$ cat src/rtl/atx_pkg.sv
package atx_pkg;
  typedef enum logic [1:0] {
    SEL_OB_MEM = 2'd0,
    SEL_IB_MEM = 2'd1,
    SEL_IO     = 2'd2,
    SEL_NONE   = 2'd3
  } cfg_sel_e;
endpackage

$ cat src/rtl/atx_regs.sv
module atx_regs #(
  parameter int REG_W     = 32,
  parameter int IO_BASE_W = 24
) (
  input  logic                 clk,
  input  logic                 rst,
  input  logic                 we,
  input  logic [1:0]           sel,
  input  logic [REG_W-1:0]     wdata,
  output logic [REG_W-1:0]     ob_base,
  output logic [REG_W-1:0]     ib_base,
  output logic [IO_BASE_W-1:0] io_base
);
  import atx_pkg::*;

  cfg_sel_e sel_e;
  assign sel_e = cfg_sel_e'(sel);

  always_ff @(posedge clk) begin
    if (rst) begin
      ob_base <= '0;
      ib_base <= '0;
      io_base <= '0;
    end else if (we) begin
      case (sel_e)
        SEL_OB_MEM: ob_base <= wdata;
        SEL_IB_MEM: ib_base <= wdata;
        SEL_IO:     io_base <= wdata[IO_BASE_W-1:0];
        default:    ;
      endcase
    end
  end
endmodule

$ cat src/rtl/atx_memwin.sv
module atx_memwin #(
  parameter int          ADDR_W   = 32,
  parameter int          SUB_W    = 24,
  parameter int          SUBS     = 4,
  parameter logic [31:0] WIN_BASE = 32'h0,
  parameter int          BYTE_W   = ADDR_W - SUB_W,
  parameter int          REG_W    = SUBS * BYTE_W
) (
  input  logic [ADDR_W-1:0] in_addr,
  input  logic [REG_W-1:0]  base_reg,
  output logic              hit,
  output logic [ADDR_W-1:0] out_addr
);
  localparam int SEL_W   = $clog2(SUBS);
  localparam int WIN_LSB = SUB_W + SEL_W;

  logic [BYTE_W-1:0] lane [SUBS];
  logic [SEL_W-1:0]  quarter;

  for (genvar i = 0; i < SUBS; i++) begin : g_lane
    assign lane[i] = base_reg[(SUBS-1-i)*BYTE_W +: BYTE_W];
  end

  assign quarter = in_addr[SUB_W +: SEL_W];
  assign hit     = (in_addr[ADDR_W-1:WIN_LSB] == WIN_BASE[ADDR_W-1:WIN_LSB]);

  always_comb begin
    if (hit) out_addr = {lane[quarter], in_addr[SUB_W-1:0]};
    else     out_addr = in_addr;
  end
endmodule

$ cat src/rtl/atx_iowin.sv
module atx_iowin #(
  parameter int          ADDR_W    = 32,
  parameter int          IO_OFF_W  = 8,
  parameter logic [31:0] WIN_BASE  = 32'h0,
  parameter int          IO_BASE_W = ADDR_W - IO_OFF_W
) (
  input  logic [ADDR_W-1:0]    in_addr,
  input  logic [IO_BASE_W-1:0] io_base,
  output logic                 hit,
  output logic [ADDR_W-1:0]    out_addr
);
  assign hit      = (in_addr[ADDR_W-1:IO_OFF_W] == WIN_BASE[ADDR_W-1:IO_OFF_W]);
  assign out_addr = hit ? {io_base, in_addr[IO_OFF_W-1:0]} : in_addr;
endmodule

$ cat src/rtl/atx_outreg.sv
module atx_outreg #(
  parameter int ADDR_W = 32
) (
  input  logic              clk,
  input  logic              rst,
  input  logic              in_valid,
  input  logic              in_hit,
  input  logic [ADDR_W-1:0] in_addr,
  output logic              out_valid,
  output logic              out_hit,
  output logic [ADDR_W-1:0] out_addr
);
  always_ff @(posedge clk) begin
    if (rst) begin
      out_valid <= 1'b0;
      out_hit   <= 1'b0;
      out_addr  <= '0;
    end else begin
      out_valid <= in_valid;
      out_hit   <= in_valid & in_hit;
      if (in_valid) out_addr <= in_addr;
    end
  end
endmodule

$ cat src/rtl/atx_bridge.sv
module atx_bridge #(
  parameter int          ADDR_W      = 32,
  parameter int          SUB_W       = 24,
  parameter int          SUBS        = 4,
  parameter int          IO_OFF_W    = 8,
  parameter logic [31:0] LOC_MEM_WIN = 32'h4800_0000,
  parameter logic [31:0] EXT_MEM_WIN = 32'h0C00_0000,
  parameter logic [31:0] LOC_IO_WIN  = 32'hFFFF_FC00,
  parameter int          REG_W       = SUBS * (ADDR_W - SUB_W)
) (
  input  logic              clk,
  input  logic              rst,
  input  logic              cfg_we,
  input  logic [1:0]        cfg_sel,
  input  logic [REG_W-1:0]  cfg_wdata,
  input  logic              ob_valid,
  input  logic              ob_is_io,
  input  logic [ADDR_W-1:0] ob_addr,
  output logic              ob_out_valid,
  output logic              ob_out_hit,
  output logic [ADDR_W-1:0] ob_out_addr,
  input  logic              ib_valid,
  input  logic [ADDR_W-1:0] ib_addr,
  output logic              ib_out_valid,
  output logic              ib_out_hit,
  output logic [ADDR_W-1:0] ib_out_addr
);
  localparam int IO_BASE_W = ADDR_W - IO_OFF_W;

  logic [REG_W-1:0]     ob_base_q;
  logic [REG_W-1:0]     ib_base_q;
  logic [IO_BASE_W-1:0] io_base_q;

  logic              ob_mem_hit, ob_io_hit, ib_mem_hit;
  logic [ADDR_W-1:0] ob_mem_addr, ob_io_addr, ib_mem_addr;
  logic              ob_hit_c;
  logic [ADDR_W-1:0] ob_addr_c;

  atx_regs #(.REG_W(REG_W), .IO_BASE_W(IO_BASE_W)) u_regs (
    .clk(clk), .rst(rst), .we(cfg_we), .sel(cfg_sel), .wdata(cfg_wdata),
    .ob_base(ob_base_q), .ib_base(ib_base_q), .io_base(io_base_q)
  );

  atx_memwin #(.ADDR_W(ADDR_W), .SUB_W(SUB_W), .SUBS(SUBS), .WIN_BASE(LOC_MEM_WIN)) u_ob_mem (
    .in_addr(ob_addr), .base_reg(ob_base_q), .hit(ob_mem_hit), .out_addr(ob_mem_addr)
  );

  atx_iowin #(.ADDR_W(ADDR_W), .IO_OFF_W(IO_OFF_W), .WIN_BASE(LOC_IO_WIN)) u_ob_io (
    .in_addr(ob_addr), .io_base(io_base_q), .hit(ob_io_hit), .out_addr(ob_io_addr)
  );

  atx_memwin #(.ADDR_W(ADDR_W), .SUB_W(SUB_W), .SUBS(SUBS), .WIN_BASE(EXT_MEM_WIN)) u_ib_mem (
    .in_addr(ib_addr), .base_reg(ib_base_q), .hit(ib_mem_hit), .out_addr(ib_mem_addr)
  );

  always_comb begin
    if (ob_is_io) begin
      ob_hit_c  = ob_io_hit;
      ob_addr_c = ob_io_addr;
    end else begin
      ob_hit_c  = ob_mem_hit;
      ob_addr_c = ob_mem_addr;
    end
  end

  atx_outreg #(.ADDR_W(ADDR_W)) u_ob_out (
    .clk(clk), .rst(rst), .in_valid(ob_valid), .in_hit(ob_hit_c), .in_addr(ob_addr_c),
    .out_valid(ob_out_valid), .out_hit(ob_out_hit), .out_addr(ob_out_addr)
  );

  atx_outreg #(.ADDR_W(ADDR_W)) u_ib_out (
    .clk(clk), .rst(rst), .in_valid(ib_valid), .in_hit(ib_mem_hit), .in_addr(ib_mem_addr),
    .out_valid(ib_out_valid), .out_hit(ib_out_hit), .out_addr(ib_out_addr)
  );
endmodule

$ cat config.mk
export PLATFORM = sky130hd
export DESIGN_NAME = atx_bridge
export DESIGN_NICKNAME = d
export VERILOG_FILES = /design/src/rtl/atx_pkg.sv /design/src/rtl/atx_regs.sv /design/src/rtl/atx_memwin.sv /design/src/rtl/atx_iowin.sv /design/src/rtl/atx_outreg.sv /design/src/rtl/atx_bridge.sv
export SDC_FILE = /design/constraint.sdc
export NUM_CORES = 1
export LEC_CHECK = 0
export CAP_MARGIN = 0
export CORE_ASPECT_RATIO = 1.1
export CORE_MARGIN = 2
export CORE_UTILIZATION = 45
export DETAILED_ROUTE_END_ITERATION = 16
export DONT_BUFFER_PORTS = 1
export MAX_ROUTING_LAYER = met4
export SYNTH_ARGS = -nofsm -noshare
export SYNTH_HDL_FRONTEND = slang
export SYNTH_SLANG_ARGS = --single-unit
$ cat constraint.sdc
create_clock -name clk -period 3.95 [get_ports clk]
set_input_delay 0.395 -clock clk [delete_from_list [all_inputs] [get_ports clk]]
set_output_delay 0.395 -clock clk [all_outputs]
set_load 0.005 [all_outputs]
==> impl_metrics.tcl <==
set metrics [dict create \
    cts_max_level 4 \
    grt_use_met3_pct 7.83 \
    synth_adder_area_share_pct 0 \
    nNetsFinal 782 \
    yosys.area_share.simple_pct 21.0 \
    switchingPower_mw 0.757 \
    viasPerCell 5.56 \
    status "finished, final reports clean" \
    ant_nets 0 \
    grt_pass1_wl_mm 24.9 \
    fp.dieH_um 127 \
    p_leak_nw 2.46 \
    crit_chain "nand4b_1 > nor4_2 > buf_4 > nand3b_1 > a32o_1" \
    boundaryPins 172 \
    portBuffers 0 \
    antenna_found_initial 0 \
    peakVddDrop_uv 263 \
    cts_buffer_depth 2 \
    grt_max_degree 139 \
    fin_crit_sh_pct 45.5 \
    cpPeakStageDelay_ns 0.68 \
    synth_edf_count 0 \
    switching_share_pct 22.0 \
    start_util_pct 45.6 \
    critPathKind "primary input to register" \
    required_ns 4.26 \
    synth_top_family_by_area "simple AND/OR/NAND/NOR gates" \
    slew_headroom_pct 15.8 \
    routed_wl_mm 16.5 \
    drtIter0Drc 318 \
    synthCells 708 \
    clock_sinks 156 \
    whs_ns 0.0725 \
    synth-xor-area-share_pct 0 \
    worstPathArrival_ns 2.11 \
    final-hold-violation-count 0 \
    drcViolationCount 0 \
    cts.reportedPaths.clkPinSlew_ns 0.06 \
    fin_tns_setup_ns 0 \
    synth_top_area_share_pct 50.3 \
    synthArstFlopShare_pct 0 \
    antenna_cells 0 \
    drv_slew 0 \
    setup_viol 0 \
    rows 45 \
    cts_buffers 17 \
    min_period_ns 1.80 \
    final_common_cell "nand2_1" \
    syn_avg_cell_area_um2 8.77 \
    yosys_register_bits 156 \
    skew_ns 0.00655 \
    synth_compound_area_share_pct 15.0 \
    r2r_slack_ns 2.57 \
    syn_area_mm2 0.00621 \
    grt-busiest-layer "met2" \
    setup_slack_ns 2.15 \
    coreArea_mm2 0.0136 \
    post_drt_wl_per_cell_um 18.8 \
    cts_tree "built" \
    p_int_mw 2.69 \
    power_frac_comb_pct 4.8 \
    synthMuxAreaShare_pct 10.1 \
    cellPowerDensity_mw_per_mm2 503 \
    synth_area_leaders "dfxtp_1, nand2_1, a21oi_1" \
    rsz0062_at_grt "false" \
    gp_congestion 0.831 \
    globalRouteMet2Util_pct 34.9 \
    dr.pass1.iters 5 \
    cp-start-kind "primary input" \
    yosysTopAreaCell "dfxtp_1" \
    ctsResizeCount 0 \
    hpwlAfterDp_mm 11.7 \
    clk_latency_ns 0.42 \
    pre_cts_slack_ns 1.73 \
    cts_hold_buf 0 \
    post_cts_buffers 0 \
    drive_above_1_share_pct 8.97 \
    cap_violations 0 \
    pwr-share-clk_pct 46.1 \
    pwr-share-seq_pct 49.1 \
    ys_seq_area_share_pct 50.3 \
    dp.cells 847 \
    hp-class "primary input to register" \
    grt_use_total_pct 23.1 \
    fin_cells 879 \
    final_core_util_pct 50.3 \
    grt_pass1_vias 4592 \
    synth_warnings 0 \
    tightest_slew_ns 1.26 \
    synth_cell_type_count 45 \
    area_delta_synth_final_pct 10.4 \
    layout_common_cells "nand2_1, dfxtp_1, a21oi_1" \
    cp_max_fo 20 \
    die_w_um 116 \
    grt_overflow_total 0 \
    max_freq_mhz 557 \
    syn_nets 812 \
    die_area_mm2 0.0148 \
    via_count 4884 \
    root_buffer "clkbuf_16" \
    synth_flop_cell "dfxtp_1" \
    crit_slowest_cell "nor4_2" \
    globalRouteMet1Util_pct 28.9 \
    end_kind "register" \
]
## layout make-up
class	instances	area [um2]
Fill cell	1330	6770
Clock inverter	10	116
Multi-Input combinational cell	495	2870
Tap cell	188	235
Timing Repair Buffer	4	30.0
Sequential cell	156	3120
Clock buffer	22	464
Inverter	4	15.0
## flip-flops by register name (all words and copies together) (netlist names)
signal,cells
u_ib_out.out_valid,1
u_regs.io_base,24
u_ob_out.out_hit,1
u_ob_out.out_valid,1
u_regs.ib_base,32
u_ib_out.out_hit,1
u_ob_out.out_addr,32
u_regs.ob_base,32
u_ib_out.out_addr,32
## cells in the mapped netlist, types with 3 or more instances
master and count:
mux2i_1 38, nand3_1 5, nor3_1 5, nand2_1 186, nand3b_1 17, nand2b_1 5
buf_1 3, clkbuf_1 41, nand4_1 3, dfxtp_1 156, a32o_1 15, nand4b_1 3
inv_1 3, nor2b_1 4, and4_1 4, a211oi_1 10, or3_1 4, a21oi_1 98
a22o_1 3, nor2_1 47, o21ai_0 6, mux4_2 8, o21ba_2 4, mux2_2 6
buf_2 8
## stage by stage
step	area (um2)	total power, mW
final	6860	3.45
after global routing	6860	3.57
after CTS	6860	3.48
after detailed placement	6280	1.90
after global placement	6280	1.89
after floorplan	6210	1.89
## metal layers
layer | up-vias | part of all wire [%]
li1 | 2374 | -
met1 | 2335 | 42
met2 | 154 | 47
met3 | 21 | 8.4
met4 | 0 | 2.0
met5 | - | 0
## final timing paths
check / from / endpoint / cells past startpoint
hold / removal: ib_valid / u_ib_out.out_addr[25] / 1
setup reg to reg: u_regs.ob_base[6] / u_ob_out.out_addr[30] / 3
hold reg to reg: u_regs.io_base[15] / u_regs.io_base[15] / 2
setup / recovery: ob_addr[9] / u_ob_out.out_addr[10] / 5
## logic make-up after synthesis
family | after synthesis
compound gates | 150
buf+inv | 57
flops | 156
mux | 52
simple gates | 293
## worst max-delay path: cells and delay by family
kind                   cells  cell delay [ns]
AOI/OAI and AO/OA          1             0.27
buffers and inverters      1             0.37
and+or+nand+nor            3             1.06
## power by group through the flow
stage                     registers (mW)  logic, mW  clock network [mW]
after detailed placement            1.73      0.166                   0
after global placement              1.73      0.162                   0
after CTS                           1.70      0.167                1.62
after floorplan                     1.71      0.175                   0
final                               1.69      0.165                1.59
after global routing                1.70      0.186                1.68
Power figures use the tool's default switching activity.
